[config.mk]
export PLATFORM = sky130hd
export DESIGN_NAME = rwl_rom_ram_ctrl
export DESIGN_NICKNAME = d
export VERILOG_FILES = /design/src/rtl/rwl_pkg.sv /design/src/rtl/rwl_cell_array.sv /design/src/rtl/rwl_pend_wr.sv /design/src/rtl/rwl_seq.sv /design/src/rtl/rwl_rom_ram_ctrl.sv
export SDC_FILE = /design/constraint.sdc
export NUM_CORES = 1
export LEC_CHECK = 0
export BUFFER_PORTS_ARGS = -buffer_cell sky130_fd_sc_hd__buf_2
export CORE_ASPECT_RATIO = 1.25
export CORE_UTILIZATION = 50
export DETAILED_ROUTE_END_ITERATION = 16
export GPL_ROUTABILITY_DRIVEN = 0
export PLACE_DENSITY = 0.72
export SKIP_CTS_REPAIR_TIMING = 1
export SLEW_MARGIN = 20
export SYNTH_ARGS = -nofsm -noshare
export SYNTH_HDL_FRONTEND = slang
export SYNTH_SLANG_ARGS = --single-unit
[constraint.sdc]
create_clock -name clk_i -period 4.4 [get_ports clk_i]
set_clock_uncertainty 0.05 [all_clocks]
set_input_delay 0.44 -clock clk_i [delete_from_list [all_inputs] [get_ports clk_i]]
set_output_delay 0.44 -clock clk_i [all_outputs]
set_load 0.005 [all_outputs]
[src/rtl/rwl_pkg.sv]
package rwl_pkg;
  localparam int unsigned ROM_LAT = 6;

  typedef enum logic [2:0] {
    ST_IDLE,
    ST_SAVE,
    ST_ONES,
    ST_ZERO,
    ST_READ,
    ST_REST,
    ST_RESP
  } rwl_state_e;
endpackage

[src/rtl/rwl_cell_array.sv]
module rwl_cell_array #(
  parameter int unsigned ROWS      = 16,
  parameter int unsigned DW        = 32,
  parameter logic [DW-1:0] WIRE_SEED = 32'hA5C3_0F96,
  localparam int unsigned AW       = $clog2(ROWS)
) (
  input  logic          clk_i,
  input  logic          rst_ni,
  input  logic [AW-1:0] row_i,
  input  logic          we_i,
  input  logic          wl_a_i,
  input  logic          wl_b_i,
  input  logic [DW-1:0] wdata_i,
  output logic [DW-1:0] rdata_o
);
  logic [DW-1:0]   mem_q [ROWS];
  logic [2*DW-1:0] rot_w;
  logic [DW-1:0]   wire_mask;
  logic [DW-1:0]   bit_en;

  // cells tied to line A where wire_mask is 1
  assign rot_w     = {WIRE_SEED, WIRE_SEED} << (32'(row_i) % DW);
  assign wire_mask = rot_w[2*DW-1:DW];

  for (genvar b = 0; b < DW; b++) begin : g_bit
    assign bit_en[b] = wire_mask[b] ? wl_a_i : wl_b_i;
  end

  assign rdata_o = (wl_a_i && wl_b_i) ? mem_q[row_i] : '0;

  always_ff @(posedge clk_i or negedge rst_ni) begin
    if (!rst_ni) begin
      for (int r = 0; r < ROWS; r++) mem_q[r] <= '0;
    end else if (we_i) begin
      mem_q[row_i] <= (mem_q[row_i] & ~bit_en) | (wdata_i & bit_en);
    end
  end
endmodule

[src/rtl/rwl_pend_wr.sv]
module rwl_pend_wr #(
  parameter int unsigned DW = 32,
  parameter int unsigned AW = 4
) (
  input  logic          clk_i,
  input  logic          rst_ni,
  input  logic          push_i,
  input  logic [AW-1:0] push_addr_i,
  input  logic [DW-1:0] push_data_i,
  input  logic          pop_i,
  output logic          valid_o,
  output logic [AW-1:0] addr_o,
  output logic [DW-1:0] data_o
);
  always_ff @(posedge clk_i or negedge rst_ni) begin
    if (!rst_ni) begin
      valid_o <= 1'b0;
      addr_o  <= '0;
      data_o  <= '0;
    end else if (push_i) begin
      valid_o <= 1'b1;
      addr_o  <= push_addr_i;
      data_o  <= push_data_i;
    end else if (pop_i) begin
      valid_o <= 1'b0;
    end
  end

  p_no_overflow_r7: assert property (@(posedge clk_i) disable iff (!rst_ni)
    push_i |-> !valid_o);
endmodule

[src/rtl/rwl_seq.sv]
module rwl_seq
  import rwl_pkg::*;
#(
  parameter int unsigned DW = 32,
  parameter int unsigned AW = 4
) (
  input  logic          clk_i,
  input  logic          rst_ni,
  input  logic          req_valid_i,
  input  logic          req_rom_i,
  input  logic          req_we_i,
  input  logic [AW-1:0] req_addr_i,
  input  logic [DW-1:0] req_wdata_i,
  output logic          req_ready_o,
  output logic          rsp_valid_o,
  output logic [DW-1:0] rsp_rdata_o,
  output logic [AW-1:0] arr_row_o,
  output logic          arr_we_o,
  output logic [DW-1:0] arr_wdata_o,
  output logic          wl_a_o,
  output logic          wl_b_o,
  input  logic [DW-1:0] arr_rdata_i,
  input  logic          pend_valid_i,
  input  logic [AW-1:0] pend_addr_i,
  input  logic [DW-1:0] pend_data_i,
  output logic          pend_push_o,
  output logic          pend_pop_o
);
  rwl_state_e    state_q, state_d;
  logic [AW-1:0] row_q;
  logic [DW-1:0] buf_q;
  logic [DW-1:0] data_q;
  logic          ram_rsp_q;
  logic          idle, mid, acc, rom_rd;

  assign idle   = (state_q == ST_IDLE);
  assign mid    = (state_q inside {ST_SAVE, ST_ONES, ST_ZERO, ST_READ, ST_REST});
  assign rom_rd = !req_we_i && req_rom_i;
  assign acc    = req_valid_i && idle;

  assign req_ready_o = idle || (mid && req_we_i && !pend_valid_i);
  assign pend_push_o = req_valid_i && mid && req_we_i && !pend_valid_i;
  assign pend_pop_o  = (state_q == ST_RESP) && pend_valid_i;
  assign rsp_valid_o = ram_rsp_q || (state_q == ST_RESP);
  assign rsp_rdata_o = data_q;

  always_comb begin
    arr_row_o   = row_q;
    arr_we_o    = 1'b0;
    arr_wdata_o = '0;
    wl_a_o      = 1'b0;
    wl_b_o      = 1'b0;
    state_d     = state_q;
    unique case (state_q)
      ST_IDLE: if (req_valid_i) begin
        arr_row_o = req_addr_i;
        wl_a_o    = 1'b1;
        wl_b_o    = 1'b1;
        if (req_we_i) begin
          arr_we_o    = 1'b1;
          arr_wdata_o = req_wdata_i;
        end else if (req_rom_i) begin
          state_d = ST_SAVE;
        end
      end
      ST_SAVE: begin
        wl_a_o  = 1'b1;
        wl_b_o  = 1'b1;
        state_d = ST_ONES;
      end
      ST_ONES: begin
        wl_a_o      = 1'b1;
        wl_b_o      = 1'b1;
        arr_we_o    = 1'b1;
        arr_wdata_o = '1;
        state_d     = ST_ZERO;
      end
      ST_ZERO: begin
        wl_b_o   = 1'b1;
        arr_we_o = 1'b1;
        state_d  = ST_READ;
      end
      ST_READ: begin
        wl_a_o  = 1'b1;
        wl_b_o  = 1'b1;
        state_d = ST_REST;
      end
      ST_REST: begin
        wl_a_o      = 1'b1;
        wl_b_o      = 1'b1;
        arr_we_o    = 1'b1;
        arr_wdata_o = buf_q;
        state_d     = ST_RESP;
      end
      ST_RESP: begin
        if (pend_valid_i) begin
          arr_row_o   = pend_addr_i;
          wl_a_o      = 1'b1;
          wl_b_o      = 1'b1;
          arr_we_o    = 1'b1;
          arr_wdata_o = pend_data_i;
        end
        state_d = ST_IDLE;
      end
      default: state_d = ST_IDLE;
    endcase
  end

  always_ff @(posedge clk_i or negedge rst_ni) begin
    if (!rst_ni) begin
      state_q   <= ST_IDLE;
      row_q     <= '0;
      buf_q     <= '0;
      data_q    <= '0;
      ram_rsp_q <= 1'b0;
    end else begin
      state_q   <= state_d;
      ram_rsp_q <= acc && !req_we_i && !req_rom_i;
      if (acc) row_q <= req_addr_i;
      if (acc && !req_we_i && !req_rom_i) data_q <= arr_rdata_i;
      if (state_q == ST_SAVE) buf_q  <= arr_rdata_i;
      if (state_q == ST_READ) data_q <= arr_rdata_i;
    end
  end

  p_ram_both_wl_r2: assert property (@(posedge clk_i) disable iff (!rst_ni)
    (acc && !rom_rd) |-> (wl_a_o && wl_b_o));
  p_ones_phase_r4: assert property (@(posedge clk_i) disable iff (!rst_ni)
    (state_q == ST_ONES) |-> (arr_we_o && wl_a_o && wl_b_o && (&arr_wdata_o)));
  p_zero_phase_r4: assert property (@(posedge clk_i) disable iff (!rst_ni)
    (arr_we_o && !wl_a_o) |-> (wl_b_o && arr_wdata_o == '0));
  p_restore_word_r5: assert property (@(posedge clk_i) disable iff (!rst_ni)
    (state_q == ST_REST) |-> (arr_wdata_o == $past(arr_rdata_i, 4)));
  p_no_read_busy_r6: assert property (@(posedge clk_i) disable iff (!rst_ni)
    (!idle && !req_we_i) |-> !req_ready_o);
  p_rsp_after_restore_r3: assert property (@(posedge clk_i) disable iff (!rst_ni)
    (state_q == ST_RESP) |-> $past(arr_we_o && wl_a_o && wl_b_o));
endmodule

[src/rtl/rwl_rom_ram_ctrl.sv]
module rwl_rom_ram_ctrl #(
  parameter int unsigned ROWS        = 16,
  parameter int unsigned DW          = 32,
  parameter logic [DW-1:0] WIRE_SEED = 32'hA5C3_0F96,
  localparam int unsigned AW         = $clog2(ROWS)
) (
  input  logic          clk_i,
  input  logic          rst_ni,
  input  logic          req_valid_i,
  output logic          req_ready_o,
  input  logic          req_rom_i,
  input  logic          req_we_i,
  input  logic [AW-1:0] req_addr_i,
  input  logic [DW-1:0] req_wdata_i,
  output logic          rsp_valid_o,
  output logic [DW-1:0] rsp_rdata_o,
  output logic          wl_a_o,
  output logic          wl_b_o
);
  logic [AW-1:0] arr_row;
  logic          arr_we;
  logic [DW-1:0] arr_wdata, arr_rdata;
  logic          pend_valid, pend_push, pend_pop;
  logic [AW-1:0] pend_addr;
  logic [DW-1:0] pend_data;

  rwl_seq #(.DW(DW), .AW(AW)) u_seq (
    .clk_i, .rst_ni,
    .req_valid_i, .req_rom_i, .req_we_i, .req_addr_i, .req_wdata_i,
    .req_ready_o, .rsp_valid_o, .rsp_rdata_o,
    .arr_row_o   (arr_row),
    .arr_we_o    (arr_we),
    .arr_wdata_o (arr_wdata),
    .wl_a_o, .wl_b_o,
    .arr_rdata_i (arr_rdata),
    .pend_valid_i(pend_valid),
    .pend_addr_i (pend_addr),
    .pend_data_i (pend_data),
    .pend_push_o (pend_push),
    .pend_pop_o  (pend_pop)
  );

  rwl_pend_wr #(.DW(DW), .AW(AW)) u_pend (
    .clk_i, .rst_ni,
    .push_i      (pend_push),
    .push_addr_i (req_addr_i),
    .push_data_i (req_wdata_i),
    .pop_i       (pend_pop),
    .valid_o     (pend_valid),
    .addr_o      (pend_addr),
    .data_o      (pend_data)
  );

  rwl_cell_array #(.ROWS(ROWS), .DW(DW), .WIRE_SEED(WIRE_SEED)) u_arr (
    .clk_i, .rst_ni,
    .row_i   (arr_row),
    .we_i    (arr_we),
    .wl_a_i  (wl_a_o),
    .wl_b_i  (wl_b_o),
    .wdata_i (arr_wdata),
    .rdata_o (arr_rdata)
  );
endmodule

==> run metrics, run 1 <==
Final Hold Viols 0; initial drt markers 2848; HP Start req_rom_i; Worst R2R Start u_seq.state_q[1]$_DFFE_PN0P_; Root Buffer clkbuf_16; final instance area 0.0338 mm^2; Port-buffer cells 76; Ant. Diodes 0; FFs w/ async S/R, synth 100%; drt pass-1 iters 9; critical path required time 4.81 ns; Worst slew margin 27.2%; Residual DRC 0; clock-pin slew on the worst setup and hold paths 0.06 ns; worst hold path cell count 2; Post-synth EDFFs 0; Mean Syn Cell Area 9.69 um^2; top cells by area, synth dfrtp_1, nand2_1, o31ai_1; met3 wire len 7.04 mm; FP Rows 100; f_max 237 MHz; die width 223 um; FF-to-FF setup slack 0.19 ns; global-route wire length before repair 145 mm; die footprint 0.0619 mm^2; Clock Latency Late Sink 0.62 ns; Arrival @ worst endpoint 4.62 ns; nets 3168; Final ANT Viol Nets 0; layout cells sized above 1 16.2%; Reg area 0.0155 mm^2; Tcrit/Tclk final 95.7%; Slew @ Worst Pin 1.09 ns; area leader, netlist dfrtp_1; post-route setup TNS 0 ns; setup violators final 0; fill cell count 5081; hold slack 0.00689 ns; initial core utilization 50.9%; CP Class reg2reg; Synth Net Count 3193; worst-path maximum fanout 22; Ports 77; vias per cell 6.42; CTS buffer count 68; Hold Crit Endpoint u_seq.ram_rsp_q$_DFF_PN0_; Crit. End Element flip-flop; startpoint types flip-flop; Final min period 4.21 ns; Seq cells post-synth 621; max cap viols 0; grt ovf 0; RSZ-0062 raised after global routing no; FF-to-FF End u_arr.mem_q[158]$_DFFE_PN0P_; largest net degree at the start of global routing 147; sequential area share after synthesis 51.1%; outcome finished, final reports clean; DR WL/cell 23.8 um; Post-Route M1 WL 34.8 mm; DP Cell Count 3809; multi-input logic area 0.0135 mm^2; initial antenna violation count 1; Netlist cell types 79; worst hold path type in2reg; Max Slew Vio Count 0; Synth Instances 3140; routed wl met2 44.3 mm; post-DP HPWL 60.0 mm; detailed-route via count 25200; Post-Syn Area 0.0304 mm^2; vias in the first global route 25200; core area 0.0598 mm^2; top layer in use met5; clock buffer depth 3; CTS tree done; Area after DPL 0.0316 mm^2; wire length after detailed routing 93.3 mm; clock sink count 621; Post-synth top flop dfrtp_1; Tot GR Track Use 30.4%; top cell type's share of synthesized area 51.1%; yosys warns 0; Worst Reg-to-Reg Cells 12; layout overhead on the synthesized area 10.9%; Die H 278 um; # H-tree levels 3; final cell count without fillers 3925
-- area by class of cell --
class	instances	share of cell area, %
clock inverters	13	0.378
clock buffers	102	5.93
well taps	765	2.84
repair buffers	203	4.58
inverters	12	0.141
flip-flops and latches	621	46.0
multi-input cells	2209	40.1
-- stage by stage --
stage	setup WS [ns]	util [%]
CTS	0.246	56.4
finish	0.187	56.4
floorplan	0.270	-
global placement	0.282	52.8
detailed placement	0.171	52.8
global route	0.0249	56.4
-- synth_stat cells, drive strengths merged, types with 59 or more instances --
cell,number
and3,59
clkbuf,184
buf,114
nor2,66
mux2,86
o21ai,314
o31ai,252
a21oi,66
mux2i,106
nand3,72
nand2,844
dfrtp,621
-- per-layer routing --
metal,track usage [%],up-vias
li1,-,11100
met1,36.6,12400
met2,49.2,1256
met3,5.12,382
met4,22.3,2
met5,0,-
-- worst max path at each step --
stage	from	endpoint	slack, ns
floorplan	u_seq.state_q[0]$_DFFE_PN0P_	u_arr.mem_q[125]$_DFFE_PN0P_	0.27
global placement	req_valid_i	u_arr.mem_q[386]$_DFFE_PN0P_	0.28
detailed placement	req_valid_i	u_arr.mem_q[386]$_DFFE_PN0P_	0.17
CTS	u_seq.state_q[1]$_DFFE_PN0P_	u_arr.mem_q[418]$_DFFE_PN0P_	0.25
global route	u_seq.state_q[1]$_DFFE_PN0P_	u_arr.mem_q[118]$_DFFE_PN0P_	0.02
finish	u_seq.state_q[1]$_DFFE_PN0P_	u_arr.mem_q[158]$_DFFE_PN0P_	0.19
-- logic make-up (layout without fill, tap and decap cells) --
kind of cell / after synthesis / in the layout / synth area share, %
AOI/OAI and AO/OA: 896 / 896 / 20.8
xor gates and xnor gates: 2 / 2 / 0.0576
adders and majority gates: 12 / 12 / 0.493
buffers and inverters: 310 / 330 / 4.87
DFF: 621 / 621 / 51.1
muxes: 207 / 207 / 7.78
and+or+nand+nor: 1092 / 1092 / 14.9
-- critical path, cell delays in order, from the launching register on --
cell,delay [ns]
dfrtp_1,0.41
buf_4,0.19
nor4b_2,0.62
a22oi_2,0.27
nand2_8,0.22
inv_2,0.14
ha_1,0.35
mux4_2,0.50
mux2i_1,0.38
nand3_1,0.33
o31ai_1,0.20
buf_4,0.26
o21ai_0,0.13
-- registers in the layout (all words and copies together) (netlist names) --
register	flops
u_seq.row_q	4
u_seq.buf_q	32
u_pend.valid_o	1
u_arr.mem_q	512
u_pend.addr_o	4
u_seq.rsp_rdata_o	32
u_seq.state_q	3
u_pend.data_o	32
u_seq.ram_rsp_q	1
-- cells in the final DEF, fill, tap and decap left out, types with 33 or more instances in the layout --
cell type and n:
a31oi_1 41, clkbuf_16 71, mux2_2 86, nor2_1 64, mux2i_1 106, o31ai_1 212
a221oi_1 33, nand3_1 68, and3_1 59, o31ai_2 39, o21ai_0 292, buf_4 110
nand2_1 825, buf_2 75, a21oi_1 52, a211oi_1 47, dfrtp_1 621
Power of run 1 is not shown: default switching activity piles up to over one toggle a cycle in this logic, so the estimate is an artifact.
==> run 2: changes to the inputs <==
- CTS_BUF_LIST: unset -> sky130_fd_sc_hd__clkbuf_4
==> run 2 against run 1 <==
Against the previous run:
- sequential share of layout area is 0.53 points lower
- hold slack better by 0.13 ns
- design area is 1.2% higher
- count of clock-buffer cells in the layout is 131 higher
- via count is 2.5% higher
- die area stayed put
==> run metrics, run 2 (same netlist as run 1, synthesis figures left out) <==
initial drt markers 2900 (was 2848); Clock Latency Late Sink 1.05 ns (was 0.62 ns); Port-buffer cells 76 (unchanged); wire length after detailed routing 94.0 mm (was 93.3 mm); max cap viols 0 (unchanged); Final Hold Viols 0 (unchanged); RSZ-0062 raised after global routing no (unchanged); Residual DRC 0 (unchanged); initial core utilization 50.9% (unchanged); nets 3307 (was 3168); Final ANT Viol Nets 0 (unchanged); FP Rows 100 (unchanged); startpoint types flip-flop (unchanged); drt pass-1 iters 6 (was 9); CTS tree done (unchanged); largest net degree at the start of global routing 147 (unchanged); initial antenna violation count 3 (was 1); layout cells sized above 1 19.9% (was 16.2%); grt ovf 0 (unchanged); Tcrit/Tclk final 97.5% (was 95.7%); # H-tree levels 4 (was 3); CP Class reg2reg (unchanged); global-route wire length before repair 146 mm (was 145 mm); DR WL/cell 22.8 um (was 23.8 um); die footprint 0.0619 mm^2 (unchanged); Setup crit start u_seq.state_q[1]$_DFFE_PN0P_ (unchanged); clock buffer depth 3 (unchanged); Slew @ Worst Pin 1.09 ns (about the same); most common library cell in the layout ignoring fill and taps nand2_1 (unchanged); outcome finished, final reports clean (unchanged); most frequent cells in the layout nand2_1, dfrtp_1, o21ai_0 (unchanged); worst-path maximum fanout 16 (was 22); Worst slew margin 27.2% (about the same); layout overhead on the synthesized area 12.2% (was 10.9%); setup violators final 0 (unchanged); post-route setup TNS 0 ns (unchanged); detailed-route via count 25800 (was 25200); Worst R2R Start u_seq.state_q[1]$_DFFE_PN0P_ (unchanged); Max Slew Vio Count 0 (unchanged); vias per cell 6.26 (was 6.42); HP Start req_wdata_i[0] (was req_rom_i); Root Buffer clkbuf_4 (was clkbuf_16); core area 0.0598 mm^2 (unchanged); clock sink count 621 (unchanged); Tot GR Track Use 30.6% (was 30.4%); f_max 233 MHz (was 237 MHz); Die H 278 um (unchanged); Biggest register u_arr.mem_q (unchanged); Reg area 0.0155 mm^2 (unchanged); Final min period 4.29 ns (was 4.21 ns); fill cell count 5122 (was 5081); multi-input logic area 0.0135 mm^2 (about the same); Final Util 57.1% (was 56.4%); clock-pin slew on the worst setup and hold paths 0.06 ns (about the same); worst hold path type in2reg (unchanged); post-DP HPWL 60.0 mm (unchanged); Crit. End Element flip-flop (unchanged); Ports 77 (unchanged); CTS buffer count 163 (was 68); max FFs per register 512 (unchanged); die width 223 um (unchanged); Arrival @ worst endpoint 5.11 ns (was 4.62 ns); vias in the first global route 25700 (was 25200); critical path required time 5.22 ns (was 4.81 ns)
==> run 2: changes by cell type in the layout (fill, tap and decap cells not counted), moves of 2 or more <==
cell           delta
bufinv_16         +4
clkbuf_1         -20
clkbuf_16        -71
clkbuf_4        +233
clkbuf_8         -11
clkinv_1         +21
clkinv_2          -7
clkinv_4          +2
diode_2           +4
dlygate4sd3_1    +43
inv_2             +5
inv_6             -2
==> run 2: area by class of cell <==
| type | count | share of cell area [%] |
|---|---|---|
| diodes | 4 | 0.0293 |
| multi-input cells | 2209 | 39.6 |
| well taps | 765 | 2.80 |
| clock inverters | 36 | 0.909 |
| repair buffers | 247 | 5.87 |
| clock buffers | 233 | 5.12 |
| inverters | 12 | 0.139 |
| flip-flops and latches | 621 | 45.5 |
==> run 2: metrics by stage <==
stage / cells / cell area, um^2 / hold slack, ns / setup slack (ns)
2_1_floorplan: 3140 / 30400 / 0.0944 / 0.270
3_3_place_gp: 3809 / 31600 / 0.386 / 0.282
3_5_place_dp: 3809 / 31600 / 0.399 / 0.171
4_1_cts: 4078 / 33600 / -0.722 / 0.246
5_1_grt: 4126 / 34100 / 0.109 / 0.000311
6_report: 4127 / 34200 / 0.136 / 0.111
==> run 2: worst paths after layout <==
| check | end | slack [ns] | depth (start not counted) |
|---|---|---|---|
| min in group asynchronous | u_arr.mem_q[101]$_DFFE_PN0P_ | 0.34 | 3 |
| max reg2reg | u_arr.mem_q[354]$_DFFE_PN0P_ | 0.11 | 9 |
| min reg2reg | u_arr.mem_q[396]$_DFFE_PN0P_ | 0.42 | 2 |
| min | u_pend.data_o[0]$_DFFE_PN0P_ | 0.14 | 3 |
| max | u_arr.mem_q[354]$_DFFE_PN0P_ | 0.11 | 9 |
| max in group asynchronous | u_seq.row_q[1]$_DFFE_PN0P_ | 2.88 | 4 |
==> run 2: layer usage <==
metal / track usage, % / share of wire (%) / vias to the layer above
met1: 36.5 / 38 / 12700
met4: 22.0 / 7.3 / 2
met2: 48.8 / 47 / 1281
met5: 0 / 0.014 / -
li1: - / - / 11500
met3: 6.85 / 7.4 / 360
==> run 2: critical path: stages (launching register included) <==
cell	delay, ns
dfrtp_1	0.41
or4b_1	0.78
and3_1	0.46
nor4_4	0.65
buf_4	0.34
a22oi_1	0.14
a21oi_1	0.19
a31oi_1	0.14
a21oi_2	0.76
o31ai_1	0.19
Power of run 2 is left out for the same reason.
